## config.mk

```make
export PLATFORM = sky130hd
export DESIGN_NAME = sdram_refresh_engine
export DESIGN_NICKNAME = d
export VERILOG_FILES = /design/src/rtl/sdram_ref_pkg.sv /design/src/rtl/ref_interval_timer.sv /design/src/rtl/ref_cmd_sequencer.sv /design/src/rtl/sdram_refresh_engine.sv
export SDC_FILE = /design/constraint.sdc
export NUM_CORES = 1
export LEC_CHECK = 0
export ABC_CLOCK_PERIOD_IN_PS = 3000
export CAP_MARGIN = 20
export CORE_MARGIN = 3
export CORE_UTILIZATION = 50
export DETAILED_ROUTE_END_ITERATION = 7
export DONT_BUFFER_PORTS = 1
export HOLD_SLACK_MARGIN = 0.1
export MAX_ROUTING_LAYER = met4
export PLACE_DENSITY = 0.65
export SYNTH_ARGS = -nofsm -noshare
export SYNTH_HDL_FRONTEND = slang
export SYNTH_SLANG_ARGS = --single-unit
```

## constraint.sdc

```tcl
create_clock -name clk -period 3 [get_ports clk]
set_clock_uncertainty 0.2 [all_clocks]
set_input_delay 0.75 -clock clk [delete_from_list [all_inputs] [get_ports clk]]
set_output_delay 0.75 -clock clk [all_outputs]
set_load 0.005 [all_outputs]
```

## src/rtl/sdram_ref_pkg.sv

```systemverilog
package sdram_ref_pkg;
  // {cs_n, ras_n, cas_n, we_n}
  typedef enum logic [3:0] {
    CMD_NOP       = 4'b0111,
    CMD_PRECHARGE = 4'b0010,
    CMD_REFRESH   = 4'b0001
  } sdram_cmd_e;

  typedef enum logic [2:0] {
    SQ_IDLE,
    SQ_PRE,
    SQ_WAIT_RP,
    SQ_REF,
    SQ_WAIT_RFC,
    SQ_DONE
  } seq_state_e;
endpackage

```

## src/rtl/ref_interval_timer.sv

```systemverilog
module ref_interval_timer #(
  parameter int INTERVAL = 1500
) (
  input  logic clk,
  input  logic rst_n,
  input  logic init_done,
  input  logic start,
  output logic req
);
  localparam int CW = $clog2(INTERVAL);
  localparam logic [CW-1:0] LAST = CW'(INTERVAL - 1);

  logic          armed;
  logic [CW-1:0] cnt;

  always_ff @(posedge clk) begin
    if (!rst_n) begin
      armed <= 1'b0;
      cnt   <= '0;
      req   <= 1'b0;
    end else begin
      armed <= armed | init_done;
      if (start) begin
        // sequence begins: reload the interval, retire the request
        cnt <= '0;
        req <= 1'b0;
      end else if (armed) begin
        if (cnt != LAST) cnt <= cnt + 1'b1;
        else             req <= 1'b1;
      end
    end
  end
endmodule

```

## src/rtl/ref_cmd_sequencer.sv

```systemverilog
module ref_cmd_sequencer
  import sdram_ref_pkg::*;
#(
  parameter int T_RP        = 2,
  parameter int T_RFC       = 7,
  parameter int NUM_REFRESH = 2
) (
  input  logic       clk,
  input  logic       rst_n,
  input  logic       start,
  output logic       idle,
  output sdram_cmd_e cmd,
  output logic       a10,
  output logic       done
);
  localparam int TMAX = (T_RP > T_RFC) ? T_RP : T_RFC;
  localparam int WW   = $clog2(TMAX);
  localparam int RW   = $clog2(NUM_REFRESH + 1);
  localparam logic [WW-1:0] RP_LOAD  = WW'(T_RP - 2);
  localparam logic [WW-1:0] RFC_LOAD = WW'(T_RFC - 2);
  localparam logic [RW-1:0] REF_LAST = RW'(NUM_REFRESH);

  seq_state_e    st;
  logic [WW-1:0] wcnt;
  logic [RW-1:0] refs;

  always_ff @(posedge clk) begin
    if (!rst_n) begin
      st   <= SQ_IDLE;
      wcnt <= '0;
      refs <= '0;
    end else begin
      unique case (st)
        SQ_IDLE: if (start) st <= SQ_PRE;
        SQ_PRE: begin
          wcnt <= RP_LOAD;
          st   <= SQ_WAIT_RP;
        end
        SQ_WAIT_RP:
          if (wcnt == '0) st <= SQ_REF;
          else            wcnt <= wcnt - 1'b1;
        SQ_REF: begin
          wcnt <= RFC_LOAD;
          refs <= refs + 1'b1;
          st   <= SQ_WAIT_RFC;
        end
        SQ_WAIT_RFC:
          if (wcnt == '0) st <= (refs == REF_LAST) ? SQ_DONE : SQ_REF;
          else            wcnt <= wcnt - 1'b1;
        SQ_DONE: begin
          refs <= '0;
          st   <= SQ_IDLE;
        end
        default: st <= SQ_IDLE;
      endcase
    end
  end

  always_comb begin
    unique case (st)
      SQ_PRE:  cmd = CMD_PRECHARGE;
      SQ_REF:  cmd = CMD_REFRESH;
      default: cmd = CMD_NOP;
    endcase
    a10  = (st == SQ_PRE);
    done = (st == SQ_DONE);
    idle = (st == SQ_IDLE);
  end
endmodule

```

## src/rtl/sdram_refresh_engine.sv

```systemverilog
module sdram_refresh_engine
  import sdram_ref_pkg::*;
#(
  parameter int REFI_CYCLES = 1500,
  parameter int T_RP        = 2,
  parameter int T_RFC       = 7,
  parameter int NUM_REFRESH = 2
) (
  input  logic clk,
  input  logic rst_n,
  input  logic init_done,
  input  logic ref_grant,
  output logic ref_req,
  output logic ref_done,
  output logic sdram_cs_n,
  output logic sdram_ras_n,
  output logic sdram_cas_n,
  output logic sdram_we_n,
  output logic sdram_a10
);
  logic       seq_idle;
  logic       seq_start;
  sdram_cmd_e seq_cmd;

  assign seq_start = ref_grant & ref_req & seq_idle;

  ref_interval_timer #(.INTERVAL(REFI_CYCLES)) timer_i (
    .clk       (clk),
    .rst_n     (rst_n),
    .init_done (init_done),
    .start     (seq_start),
    .req       (ref_req)
  );

  ref_cmd_sequencer #(
    .T_RP        (T_RP),
    .T_RFC       (T_RFC),
    .NUM_REFRESH (NUM_REFRESH)
  ) seq_i (
    .clk   (clk),
    .rst_n (rst_n),
    .start (seq_start),
    .idle  (seq_idle),
    .cmd   (seq_cmd),
    .a10   (sdram_a10),
    .done  (ref_done)
  );

  assign {sdram_cs_n, sdram_ras_n, sdram_cas_n, sdram_we_n} = seq_cmd;
endmodule

```

Word level (Yosys, flattened, before mapping)
Cells that the tools add are included.
{"block": "totals", "ff_bits": 21, "in_bits": 4, "wordCells": 44, "out_inout_bits": 7}
{"block": "classes", "n_mux": 9, "n_bitwise": 5, "addsub": 3, "n_reduce_logical": 10, "eq_ne": 11}
{"operator": "$mux W3", "count": 5}
{"operator": "$pmux W3 S5", "count": 1}
{"operator": "$add A11 B1 Y11 const B", "count": 1}
{"operator": "$ne A11 B11 Y1 const B", "count": 1}
{"operator": "$pmux W3 S3", "count": 1}
{"operator": "$eq A3 B2 Y1 const B", "count": 2}
{"operator": "$eq A3 B3 Y1 const B", "count": 2}
{"operator": "$logic_not A3 Y1", "count": 2}
{"operator": "$ne A2 B1 Y1 const B", "count": 3}
{"operator": "$pmux W3 S2", "count": 1}
{"operator": "$reduce_and A2 Y1", "count": 3}
{"operator": "$pmux W2 S2", "count": 1}
{"operator": "$reduce_or A2 Y1", "count": 2}
{"operator": "$eq A3 B1 Y1 const B", "count": 1}
{"operator": "$reduce_and A3 Y1", "count": 1}
{"operator": "$reduce_bool A3 Y1", "count": 1}
{"operator": "$sub A3 B1 Y3 const B", "count": 1}
{"operator": "$add A2 B1 Y2 const B", "count": 1}
{"operator": "$and A1 B1 Y1", "count": 2}
{"operator": "$eq A2 B2 Y1 const B", "count": 1}
{"operator": "$ne A2 B2 Y1 const B", "count": 1}
{"operator": "$not A1 Y1", "count": 2}
{"operator": "$reduce_bool A2 Y1", "count": 1}
{"operator": "$or A1 B1 Y1", "count": 1}

Longest topological paths before layout
{"block": "depth", "ltp_word": 4, "mapped_depth": 6, "mapped_depth_nobuf": 6}

By module
A second synthesis with hierarchy kept.
{"block": "unflattened", "hier_cells": 145, "hier_area_um2": 1203.7}
{"module": "ref_interval_timer", "n_inst": 1, "cells_per_inst": 71, "seq_area_each_um2": 260.2, "area_per_inst_um2": 624.3}
{"module": "ref_cmd_sequencer", "n_inst": 1, "cells_per_inst": 73, "seq_area_each_um2": 160.2, "area_per_inst_um2": 573.0}
{"module": "sdram_refresh_engine", "n_inst": 1, "cells_per_inst": 1, "seq_area_each_um2": 0.0, "area_per_inst_um2": 6.3}

Least setup slack after synthesis
No wires, ideal clock.
{"block": "synth_timing", "kind": "reg2out", "from": "register seq_i.st[2]", "to": "output sdram_a10", "arrival_ns": 0.912, "slack_ns": 1.138, "required_ns": 2.050, "stages_incl_launch_ff": 5, "n_path_buf": 1, "cell_sequence": "dfxtp_1 clkbuf_1 inv_1 nand3_1 inv_1"}
{"block": "synth_via", "elab_chain_cells": 1}
{"item": "start: declaration", "line_no": "ref_cmd_sequencer.sv:23", "source": "seq_state_e st;"}
{"item": "start signal: assignment", "line_no": "ref_cmd_sequencer.sv:48", "source": "if (wcnt == '0) st <= (refs == REF_LAST) ? SQ_DONE : SQ_REF;"}
{"item": "$eq A3 B1 Y1", "line_no": "ref_cmd_sequencer.sv:65", "source": "a10 = (st == SQ_PRE);"}
{"item": "end: declaration", "line_no": "sdram_refresh_engine.sv:19", "source": "output logic sdram_a10"}
Every way passes these cells.

Worst setup path after layout
{"block": "layout_timing", "from": "register seq_i.st[1]", "to": "output ref_done"}
{"block": "layout_via", "elab_chain_cells": 1}
{"item": "$eq A3 B3 Y1", "line_no": "ref_cmd_sequencer.sv:66", "source": "done = (st == SQ_DONE);"}
{"item": "end: declaration", "line_no": "sdram_refresh_engine.sv:14", "source": "output logic ref_done,"}
Every way passes these cells.

==> results_dict.tcl <==
set metrics [dict create \
    critPathArrivalTime_ns 1.33 \
    slew_violations 0 \
    synth_top_area_cell "dfxtp_1" \
    global_route.overflow_total 0 \
    met3WireLength_um 66 \
    std_cell_rows 16 \
    h_tree_depth 1 \
    fp.coreArea_um2 2040 \
    drt-total-wl_mm 2.02 \
    library_cells_used_by_synthesis 37 \
    status "finished, final reports clean" \
    hold_worst_slack_ns 0.317 \
    die_span_x_um 53.5 \
    timing_worst_setup_path_type "flip-flop to output port" \
    ys_ff_latch 21 \
    post-place-ws_ns 1.07 \
    cts-buffers-inserted 3 \
    setup_violations 0 \
    final_period_minus_worst_setup_slack_ns 2.28 \
    crit_chain "inv_1 > and3_1" \
    power_per_cell_area_nw_per_um2 388 \
    start_kind "flip-flop" \
    area_growth_pct 3.88 \
    hold_viol 0 \
    detail_route.vias_per_cell 5.52 \
    pin_count 11 \
    timing.critical_path.slowest_cell_delay_ns 0.63 \
    synth.top_cells.by_area "dfxtp_1 37%, nor2_1 7.3%, ha_1 4.4%" \
    yosys_warnings 0 \
    final_min_period_over_clock_period 0.760 \
    detail_route.iter0.violations 17 \
    clockBufferDepth 2 \
    peakVddDrop_mv 0.271 \
    fp.dieH_um 53.5 \
    finalWorstSetupSlack_ns 0.720 \
    cpMaxStageDelayCell "dfxtp_1" \
    dr_total_vias 911 \
    finish.net_count 147 \
    synthArstFlopShare 0 \
    yosys.area.top_type_share 0.373 \
    grt_start_max_net_pins 15 \
    drt_pre_antenna_iters 4 \
    topRoutingLayerUsed "met4" \
    number_of_enable_flip_flop_cells_after_synthesis 0 \
    postCtsResizedCells 0 \
    tritoncts_num_sinks 21 \
    setup-tns-final_ns 0 \
    drive_gt1_frac 0.0870 \
    clock_tree_root "clkbuf_4" \
    syn_avg_cell_area_um2 8.12 \
    worst_setup_hold_path_clk_slew_ns 0.11 \
    postCtsSetupBuffers 0 \
    dieArea_um2 2860 \
    grt.total_usage 0.162 \
    grt_antenna_before_repair 0 \
    fmax_mhz 439 \
    initial_core_util 0.553 \
    holdCritPathClass "flip-flop to flip-flop" \
    layout.filler_cells 201 \
    gp_congestion 0.847 \
    postSynth.topFlopCell "dfxtp_1" \
    synth-seq-area-share 0.373 \
    critical_path_required_ns 2.05 \
    wl_per_cell_um 12.2 \
    tritoncts "done" \
    met2WireLength_mm 1.03 \
    clock_latency_ns 0.30 \
    grt_setup_unrepaired "no" \
    drcViolationCount 0 \
    netlist_instances 139 \
    ctsHoldBuffers 0 \
    cap_violations 0 \
    antennaDiodeCount 0 \
    io_buffers 0 \
    syn_nets 147 \
    first_global_vias 807 \
    place_hpwl_mm 1.52 \
    critical_path.endpoint_type "output port" \
    final_antenna_net_count 0 \
    netlist_area_um2 1130 \
    grt_pass1_wl_mm 3.22 \
    drt-met1-wl_um 903 \
    leakagePower_nw 0.437 \
    crit_path_max_fanout 14 \
]
[critical path, delay by kind of cell, from the launching register on]
family,cells,cell delay (ns)
buf+inv,1,0.17
flops,1,0.63
simple gates,1,0.23
[flip-flops by register name, indices dropped and copies added (netlist names)]
register	flops
seq_i.refs	2
timer_i.armed	1
seq_i.wcnt	3
timer_i.cnt	11
timer_i.req	1
seq_i.st	3
[power by group]
group          switching (mW)  internal, mW
clock                  0.0817        0.0518
sequential            0.00629         0.285
combinational          0.0162        0.0132
[cell type report]
cell class | instances | area, um^2 | share of cell area
clock buffers | 4 | 26.3 | 0.0224
well taps | 27 | 33.8 | 0.0288
flip-flops and latches | 21 | 420 | 0.359
repair buffers | 1 | 7.51 | 0.00640
inverters | 9 | 33.8 | 0.0288
multi-input cells | 103 | 651 | 0.555
[logic make-up (layout without fill, tap and decap cells)]
logic type | count (synthesis) | after routing | synth area share
AOI/OAI and AO/OA | 24 | 24 | 0.143
other | 1 | 1 | 0.00332
xor gates and xnor gates | 10 | 10 | 0.0776
buffers and inverters | 15 | 14 | 0.0576
and+or+nand+nor | 60 | 60 | 0.266
adders and majority gates | 4 | 4 | 0.0443
muxes | 4 | 4 | 0.0355
DFF | 21 | 21 | 0.373
[worst paths after layout]
path	endpoint	slack, ns	start	depth (start not counted)
setup / recovery	ref_done	0.72	seq_i.st[1]	2
hold / removal	seq_i.wcnt[2]	0.32	seq_i.wcnt[2]	2
setup reg to reg	timer_i.cnt[1]	1.17	timer_i.cnt[2]	4
hold reg to reg	seq_i.wcnt[2]	0.32	seq_i.wcnt[2]	2
[Yosys cell counts, types with 2 or more instances]
library cell,n
inv_1,9
o21ai_0,5
dfxtp_1,21
o21a_1,2
nand3_1,8
nor3_1,6
nand2_1,8
a21oi_1,8
clkbuf_1,3
xnor2_1,5
ha_1,4
nand4_1,4
or3_1,2
xor2_1,5
buf_4,2
nor2_1,22
mux2i_1,4
o21bai_1,2
[placed cells by master (no fill, tap or decap), types with 2 or more instances in the layout]
| cell type | Yosys | routed |
|---|---|---|
| a21oi_1 | 8 | 8 |
| clkbuf_4 | 0 | 3 |
| dfxtp_1 | 21 | 21 |
| ha_1 | 4 | 4 |
| inv_1 | 9 | 9 |
| mux2i_1 | 4 | 4 |
| nand2_1 | 8 | 8 |
| nand3_1 | 8 | 8 |
| nand4_1 | 4 | 4 |
| nor2_1 | 22 | 22 |
| nor3_1 | 6 | 6 |
| o21a_1 | 2 | 2 |
| o21ai_0 | 5 | 5 |
| o21bai_1 | 2 | 2 |
| or3_1 | 2 | 2 |
| xnor2_1 | 5 | 5 |
| xor2_1 | 5 | 5 |
[per-layer routing]
layer,GRT usage,vias up
met5,-,-
met4,0.0766,0
met3,0.0254,2
met2,0.306,11
met1,0.158,424
li1,-,474
[metrics by stage]
stage	utilization	power, mW	cell area [um^2]	instances
after floorplan	-	0.322	1130	139
final	0.574	0.455	1170	165
after detailed placement	0.561	0.327	1150	161
after global placement	0.561	0.327	1150	161
after CTS	0.574	0.465	1170	165
after global routing	0.574	0.479	1170	165
Power figures use the tool's default switching activity.
